## src/rtl/oneshot_pkg.sv

```systemverilog
package oneshot_pkg;

  // Strobes from control to datapath
  typedef struct packed {
    logic load;   // start or restart the interval
    logic clear;  // end the pulse now
  } oneshot_stb_t;

  typedef enum logic {
    EDGE_RISE = 1'b0,
    EDGE_FALL = 1'b1
  } edge_sel_e;

endpackage

```

## src/rtl/oneshot_sync.sv

```systemverilog
module oneshot_sync #(
  parameter int STAGES = 2
) (
  input  logic clk,
  input  logic rstN,
  input  logic asyncIn,
  input  logic fallSel,
  output logic edgeHit
);
  localparam int LAST = STAGES - 1;

  logic [LAST:0] chainQ;
  logic          prevQ;

  // Resynchronizer chain, one flop per stage
  generate
    for (genvar g = 0; g < STAGES; g++) begin : g_stage
      if (g == 0) begin : g_first
        always_ff @(posedge clk or negedge rstN) begin
          if (!rstN) chainQ[g] <= 1'b0;
          else       chainQ[g] <= asyncIn;
        end
      end else begin : g_rest
        always_ff @(posedge clk or negedge rstN) begin
          if (!rstN) chainQ[g] <= 1'b0;
          else       chainQ[g] <= chainQ[g-1];
        end
      end
    end
  endgenerate

  always_ff @(posedge clk or negedge rstN) begin
    if (!rstN) prevQ <= 1'b0;
    else       prevQ <= chainQ[LAST];
  end

  // Normalizing by polarity makes both edge kinds look like a rise
  logic curN;
  logic prevN;
  always_comb begin
    curN    = chainQ[LAST] ^ fallSel;
    prevN   = prevQ ^ fallSel;
    edgeHit = curN & ~prevN;
  end

endmodule

```

## src/rtl/oneshot_ctrl.sv

```systemverilog
module oneshot_ctrl
  import oneshot_pkg::*;
#(
  parameter int WIDTH_BITS = 8
) (
  input  logic                  edgeHit,
  input  logic                  clearIn,
  input  logic                  retrigEn,
  input  logic                  busy,
  input  logic [WIDTH_BITS-1:0] widthCfg,
  output oneshot_stb_t          stb
);
  localparam logic [WIDTH_BITS-1:0] ZERO_W = '0;

  logic widthOk;
  logic acceptEdge;

  always_comb begin
    widthOk    = (widthCfg != ZERO_W);
    acceptEdge = edgeHit & widthOk & (~busy | retrigEn);
    stb.clear  = clearIn;
    // Clear wins over a load in the same cycle
    stb.load   = acceptEdge & ~clearIn;
  end

endmodule

```

## src/rtl/oneshot_dp.sv

```systemverilog
module oneshot_dp
  import oneshot_pkg::*;
#(
  parameter int WIDTH_BITS = 8
) (
  input  logic                  clk,
  input  logic                  rstN,
  input  oneshot_stb_t          stb,
  input  logic [WIDTH_BITS-1:0] widthCfg,
  output logic                  busy,
  output logic                  pulseQ,
  output logic                  pulseQn
);
  localparam logic [WIDTH_BITS-1:0] CNT_ONE  = WIDTH_BITS'(1);
  localparam logic [WIDTH_BITS-1:0] CNT_ZERO = '0;

  logic [WIDTH_BITS-1:0] remCnt;
  logic                  activeQ;
  logic                  activeNQ;

  always_ff @(posedge clk or negedge rstN) begin
    if (!rstN) begin
      remCnt   <= CNT_ZERO;
      activeQ  <= 1'b0;
      activeNQ <= 1'b1;
    end else if (stb.clear) begin
      remCnt   <= CNT_ZERO;
      activeQ  <= 1'b0;
      activeNQ <= 1'b1;
    end else if (stb.load) begin
      remCnt   <= widthCfg;
      activeQ  <= 1'b1;
      activeNQ <= 1'b0;
    end else if (activeQ) begin
      if (remCnt == CNT_ONE) begin
        remCnt   <= CNT_ZERO;
        activeQ  <= 1'b0;
        activeNQ <= 1'b1;
      end else begin
        remCnt <= remCnt - CNT_ONE;
      end
    end
  end

  assign busy    = activeQ;
  assign pulseQ  = activeQ;
  assign pulseQn = activeNQ;

endmodule

```

## src/rtl/pulse_oneshot.sv

```systemverilog
module pulse_oneshot #(
  parameter int WIDTH_BITS  = 8,
  parameter int SYNC_STAGES = 2
) (
  input  logic                  clk,
  input  logic                  rstN,
  input  logic                  trigIn,
  input  logic                  edgeFall,
  input  logic                  retrigEn,
  input  logic                  clearIn,
  input  logic [WIDTH_BITS-1:0] widthCfg,
  output logic                  pulseQ,
  output logic                  pulseQn
);
  import oneshot_pkg::*;

  logic         edgeHit;
  logic         busy;
  oneshot_stb_t stb;

  oneshot_sync #(.STAGES(SYNC_STAGES)) sync_i (
    .clk     (clk),
    .rstN    (rstN),
    .asyncIn (trigIn),
    .fallSel (edgeFall),
    .edgeHit (edgeHit)
  );

  oneshot_ctrl #(.WIDTH_BITS(WIDTH_BITS)) ctrl_i (
    .edgeHit  (edgeHit),
    .clearIn  (clearIn),
    .retrigEn (retrigEn),
    .busy     (busy),
    .widthCfg (widthCfg),
    .stb      (stb)
  );

  oneshot_dp #(.WIDTH_BITS(WIDTH_BITS)) dp_i (
    .clk      (clk),
    .rstN     (rstN),
    .stb      (stb),
    .widthCfg (widthCfg),
    .busy     (busy),
    .pulseQ   (pulseQ),
    .pulseQn  (pulseQn)
  );

endmodule

```

## config.mk

```make
export PLATFORM = sky130hd
export DESIGN_NAME = pulse_oneshot
export DESIGN_NICKNAME = d
export VERILOG_FILES = /design/src/rtl/oneshot_pkg.sv /design/src/rtl/oneshot_sync.sv /design/src/rtl/oneshot_ctrl.sv /design/src/rtl/oneshot_dp.sv /design/src/rtl/pulse_oneshot.sv
export SDC_FILE = /design/constraint.sdc
export NUM_CORES = 1
export LEC_CHECK = 0
export ABC_AREA = 0
export BUFFER_PORTS_ARGS = -buffer_cell sky130_fd_sc_hd__buf_2
export CAP_MARGIN = 20
export CORE_MARGIN = 4
export CORE_UTILIZATION = 35
export DETAILED_ROUTE_END_ITERATION = 16
export PLACE_DENSITY_LB_ADDON = 0.25
export SYNTH_ARGS = -nofsm -noshare
export SYNTH_HDL_FRONTEND = slang
export SYNTH_HIERARCHICAL = 1
export SYNTH_SLANG_ARGS = --single-unit
```

## constraint.sdc

```tcl
create_clock -name clk -period 2.75 [get_ports clk]
set_clock_uncertainty 0.2 [all_clocks]
set_input_delay 0.1375 -clock clk [delete_from_list [all_inputs] [get_ports clk]]
set_output_delay 0.1375 -clock clk [all_outputs]
set_load 0.03 [all_outputs]
```

Word level (Yosys, flattened, before mapping):

Index checks and enable logic that the tools add are counted.

* register bits after elaboration: 13
* word-level logic and storage cells: 34

* add/subtract/negate cells: 1
* equality and inequality tests: 1
* mux-type cells: 12
* bitwise operators: 10
* reductions and logical operators: 4

Operator list (number)
* 8-bit 2-to-1 mux: 4
* 8-bit by 1-bit == test with 1-bit output (second input constant): 1
* 1-bit 2-to-1 mux: 8
* 8-bit nonzero test: 1
* 8-bit by 1-bit subtractor with 8-bit output (second input constant): 1
* 3-bit nonzero test: 2
* 1-bit bitwise AND: 4
* 1-bit inverter: 3
* 2-bit AND reduction: 1
* 1-bit bitwise XOR: 2
* 1-bit OR: 1

Longest topological paths before layout:

* depth in word-level cells: 8
* depth in mapped cells: 9

Modules after synthesis:

Netlist, hierarchy kept.

By module, submodules not included
* oneshot_dp: times used 1, cells each 68, area an instance 595.6 µm², seq. area each 251.5 µm²
* oneshot_sync: times used 1, cells each 6, area an instance 97.6 µm², seq. area each 75.1 µm²
* oneshot_ctrl: times used 1, cells each 6, area an instance 40.0 µm², seq. area each 0.0 µm²

Worst setup path after synthesis:

Ideal clock, no wire load.

* path kind: register to register
* from: register sync_i.prevQ
* to: register dp_i.remCnt[0]
* library setup time: 0.104 ns
* arrival: 1.645 ns
* required time: 2.446 ns
* path slack: 0.801 ns
* stages on the path, launching flop included: 9
* path buffers: 1
* clock period less this slack: 1.949 ns
* path through: dfrtp_1 > nand2b_1 > o21ai_2 > inv_1 > a2111oi_1 > clkbuf_1 > inv_1 > o21a_1 > a221oi_1

RTL lines
* from (decl): RTL line oneshot_sync.sv:13 `logic prevQ;`
* from (signal assigned): RTL line oneshot_sync.sv:34 `else prevQ <= chainQ[LAST];`
* to (signal assigned): RTL line oneshot_dp.sv:31 `remCnt <= widthCfg;`
* to (signal assigned): RTL line oneshot_dp.sv:40 `remCnt <= remCnt - CNT_ONE;`
* to (decl): RTL line oneshot_dp.sv:17 `logic [WIDTH_BITS-1:0] remCnt;`

Worst setup path after layout:

* from: register dp_i.remCnt[1]
* to: register dp_i.remCnt[0]

* word-level cells in the longest chain between the ends: 5

RTL lines
* 8-bit by 1-bit == test with 1-bit output: RTL line oneshot_dp.sv:35 `if (remCnt == CNT_ONE) begin`
* 8-bit 2-to-1 mux: RTL line oneshot_dp.sv:35
* 8-bit 2-to-1 mux: RTL line oneshot_dp.sv:34 `end else if (activeQ) begin`
* 8-bit 2-to-1 mux: RTL line oneshot_dp.sv:30 `end else if (stb.load) begin`
* 8-bit 2-to-1 mux: RTL line oneshot_dp.sv:26 `end else if (stb.clear) begin`

No other way between the ends. The select of a mux whose other input is x is not followed.
A chain may end at the register's enable or synchronous reset.

==> metrics <==
Reg area 327 sq um; final cell count without fillers 139; half-perimeter wire length after placement 1.26 mm; Clock Tree Buf Depth 2; DRT Pass-1 Iters 4; Worst Reg-to-Reg Cells 7; worst path required time 2730 ps; Cell Count Post-Placement 119; PnR worst setup slack 175 ps; CTS Buf Count 3; sequential area share after synthesis 0.445; Final Max Tran Viols 0; layout cell share with drive strength beyond 1 0.214; post-route cell area 1020 sq um; die area 2890 sq um; RSZ-0062 raised after global routing false; yosys warns 6; multi-input logic area 360 sq um; Avg Inst Size Synth 9.17 sq um; setup TNS 0 ps; drt total wl 1.87 mm; Clock Sinks 13; Die H 53.8 um; switching share of power 0.302; initial antenna violation count 0; CTS HTree Levels 1; Rows 16; Placed Area 830 sq um; achievable frequency 388 MHz; Reg power frac 0.478; initial DRC count 67; Placer Congestion 0.783; pin count of the biggest net entering global routing 14; Avg WL per Cell 13.4 um; leakage power figure 0.444 nW; PwrDens 453 nW/um^2; Distinct cells, synth 36; post-DR vias/cell 5.20; die width 53.8 um; Crit Path Category reg2reg; Antenna Violating Nets Remaining 0; Synth top area share 0.410; Synth Flop Type dfrtp_1; Power, Total 0.000460 W; Slew HR 0.609; vias in the first global route 689; startpoint types flip-flop; Final Hold Viols 0; Mapped Cells 80; outcome finished clean; Tightest Pin Transition 585 ps; CTS tree yes; Starting Density 0.370; worst-case vdd ir drop 0.000224 V; final cycle utilization of the critical path 0.936; clk root buf clkbuf_4; first-pass GRT wire length 3.09 mm; leading area contributor after synthesis dfrtp_1; final net count 129; routed via count 723; Post-synth EDFFs 0; Max-cap violations 0; PortBufs 15; critical path fanouts, max 5; Fillers 179; clk_lat worst skew 290 ps; Post-synth top cells dfrtp_1, nor2_1, inv_1; internal power 0.000321 W; Setup Fix Bufs, Post-CTS 0; register bit count reported by yosys 13; power share of the clock group 0.265; fraction of registers with async set or reset after synthesis 1.00; R2R setup slack 180 ps; Layout area overhead 38.6%; Diodes inserted 0; RR Endpoint dp_i/remCnt[0]; Hold Path Class in2async; total gr overflow 0; Synthesized Nets 96; CP endpoint kind flip-flop; arrival time at the worst endpoint 2550 ps; Final setup viols 0; Worst R2R Start dp_i/remCnt[1]; clock-pin slew on the worst setup and hold paths 90 ps; drc violations 0; synth top area cells dfrtp_1, nor2_1, a211oi_1, dfstp_2, ha_1; combinational share of power 0.257; Overall Global Routing Usage 0.155; final worst path period need 2570 ps; Core Area 1980 sq um; cell area after synthesis 733 sq um; post-place setup slack 738 ps; Switch Pwr 0.000139 W; Boundary Pins 16
## power groups by stage
stage	logic (W)	registers (W)	clock network (W)
after floorplan	0.0000644	0.000222	0
final	0.000118	0.000220	0.000122
after global routing	0.000131	0.000222	0.000137
after detailed placement	0.0000944	0.000223	0
after global placement	0.0000945	0.000224	0
after CTS	0.000116	0.000220	0.000125
## what timing repair did
item | CTS | global route
hold endpoints to repair | 24 | 0
hold buffers | 16 | 0
gates resized for setup | 0 | 0
## critical path, cell delays in order (launching register included)
cell           delay (ps)
dfrtp_1               410
inv_1                  80
ha_1                  150
nor3b_1               500
a21boi_0              310
nand2_1               170
a221oi_1               80
dlygate4sd3_1         560
## worst max-delay path by stage
| stage | from | end | slack (ps) | cells after the start |
|---|---|---|---|---|
| detailed placement | dp_i/remCnt[3] | dp_i/remCnt[6] | 740 | 3 |
| CTS | dp_i/remCnt[3] | dp_i/remCnt[6] | 220 | 4 |
| finish | dp_i/remCnt[1] | dp_i/remCnt[0] | 180 | 7 |
| global route | widthCfg[0] | dp_i/remCnt[6] | 9 | 9 |
| global placement | sync_i/prevQ | dp_i/remCnt[5] | 760 | 9 |
| floorplan | sync_i/prevQ | dp_i/remCnt[0] | 800 | 8 |
## stage by stage
stage / util / hold slack [ps]
3_5_place_dp: 0.419 / -156
3_3_place_gp: 0.419 / -151
4_1_cts: 0.513 / 78.0
2_1_floorplan: - / -358
6_report: 0.513 / 63.2
5_1_grt: 0.513 / 92.2
## sequential cells by signal (all words and copies together), names as in the netlist
| signal | cells |
|---|---|
| dp_i/busy | 1 |
| dp_i/pulseQn | 1 |
| dp_i/remCnt | 8 |
| sync_i/chainQ | 2 |
| sync_i/prevQ | 1 |
## cell families (layout without fill, tap and decap cells)
kind of cell | count (synthesis) | after routing | synth area share
simple gates | 36 | 36 | 0.258
mux | 1 | 1 | 0.0137
compound gates | 18 | 18 | 0.186
flops | 13 | 13 | 0.445
fa+ha+maj | 2 | 2 | 0.0341
buf+inv | 10 | 42 | 0.0631
## layer usage
| layer | part of all wire | track usage | wire, um | vias to the layer above |
|---|---|---|---|---|
| li1 | - | - | - | 358 |
| met1 | 0.46 | 0.198 | 860 | 332 |
| met2 | 0.44 | 0.238 | 825 | 26 |
| met3 | 0.065 | 0.0277 | 121 | 7 |
| met4 | 0.031 | 0.102 | 58 | 0 |
| met5 | 0 | 0 | 0 | - |
## layout by cell type, fill, tap and decap left out, drive strengths merged, types with 3 or more instances in the layout
master       synthesis  routed
dlygate4sd3          0      16
dfrtp               12      12
buf                  3      17
a211oi               4       4
nand3                4       4
clkbuf               2       4
nand2                4       4
inv                  5       5
nor3                 3       3
nor4                 3       3
nor2                12      12
## layout make-up
type                            instances  share of cell area
Tap cell                               27              0.0333
Sequential cell                        13               0.321
Multi-Input combinational cell         57               0.355
Timing Repair Buffer                   33               0.246
Clock buffer                            4              0.0259
Inverter                                5              0.0185
(Power assumes the default switching activity.)
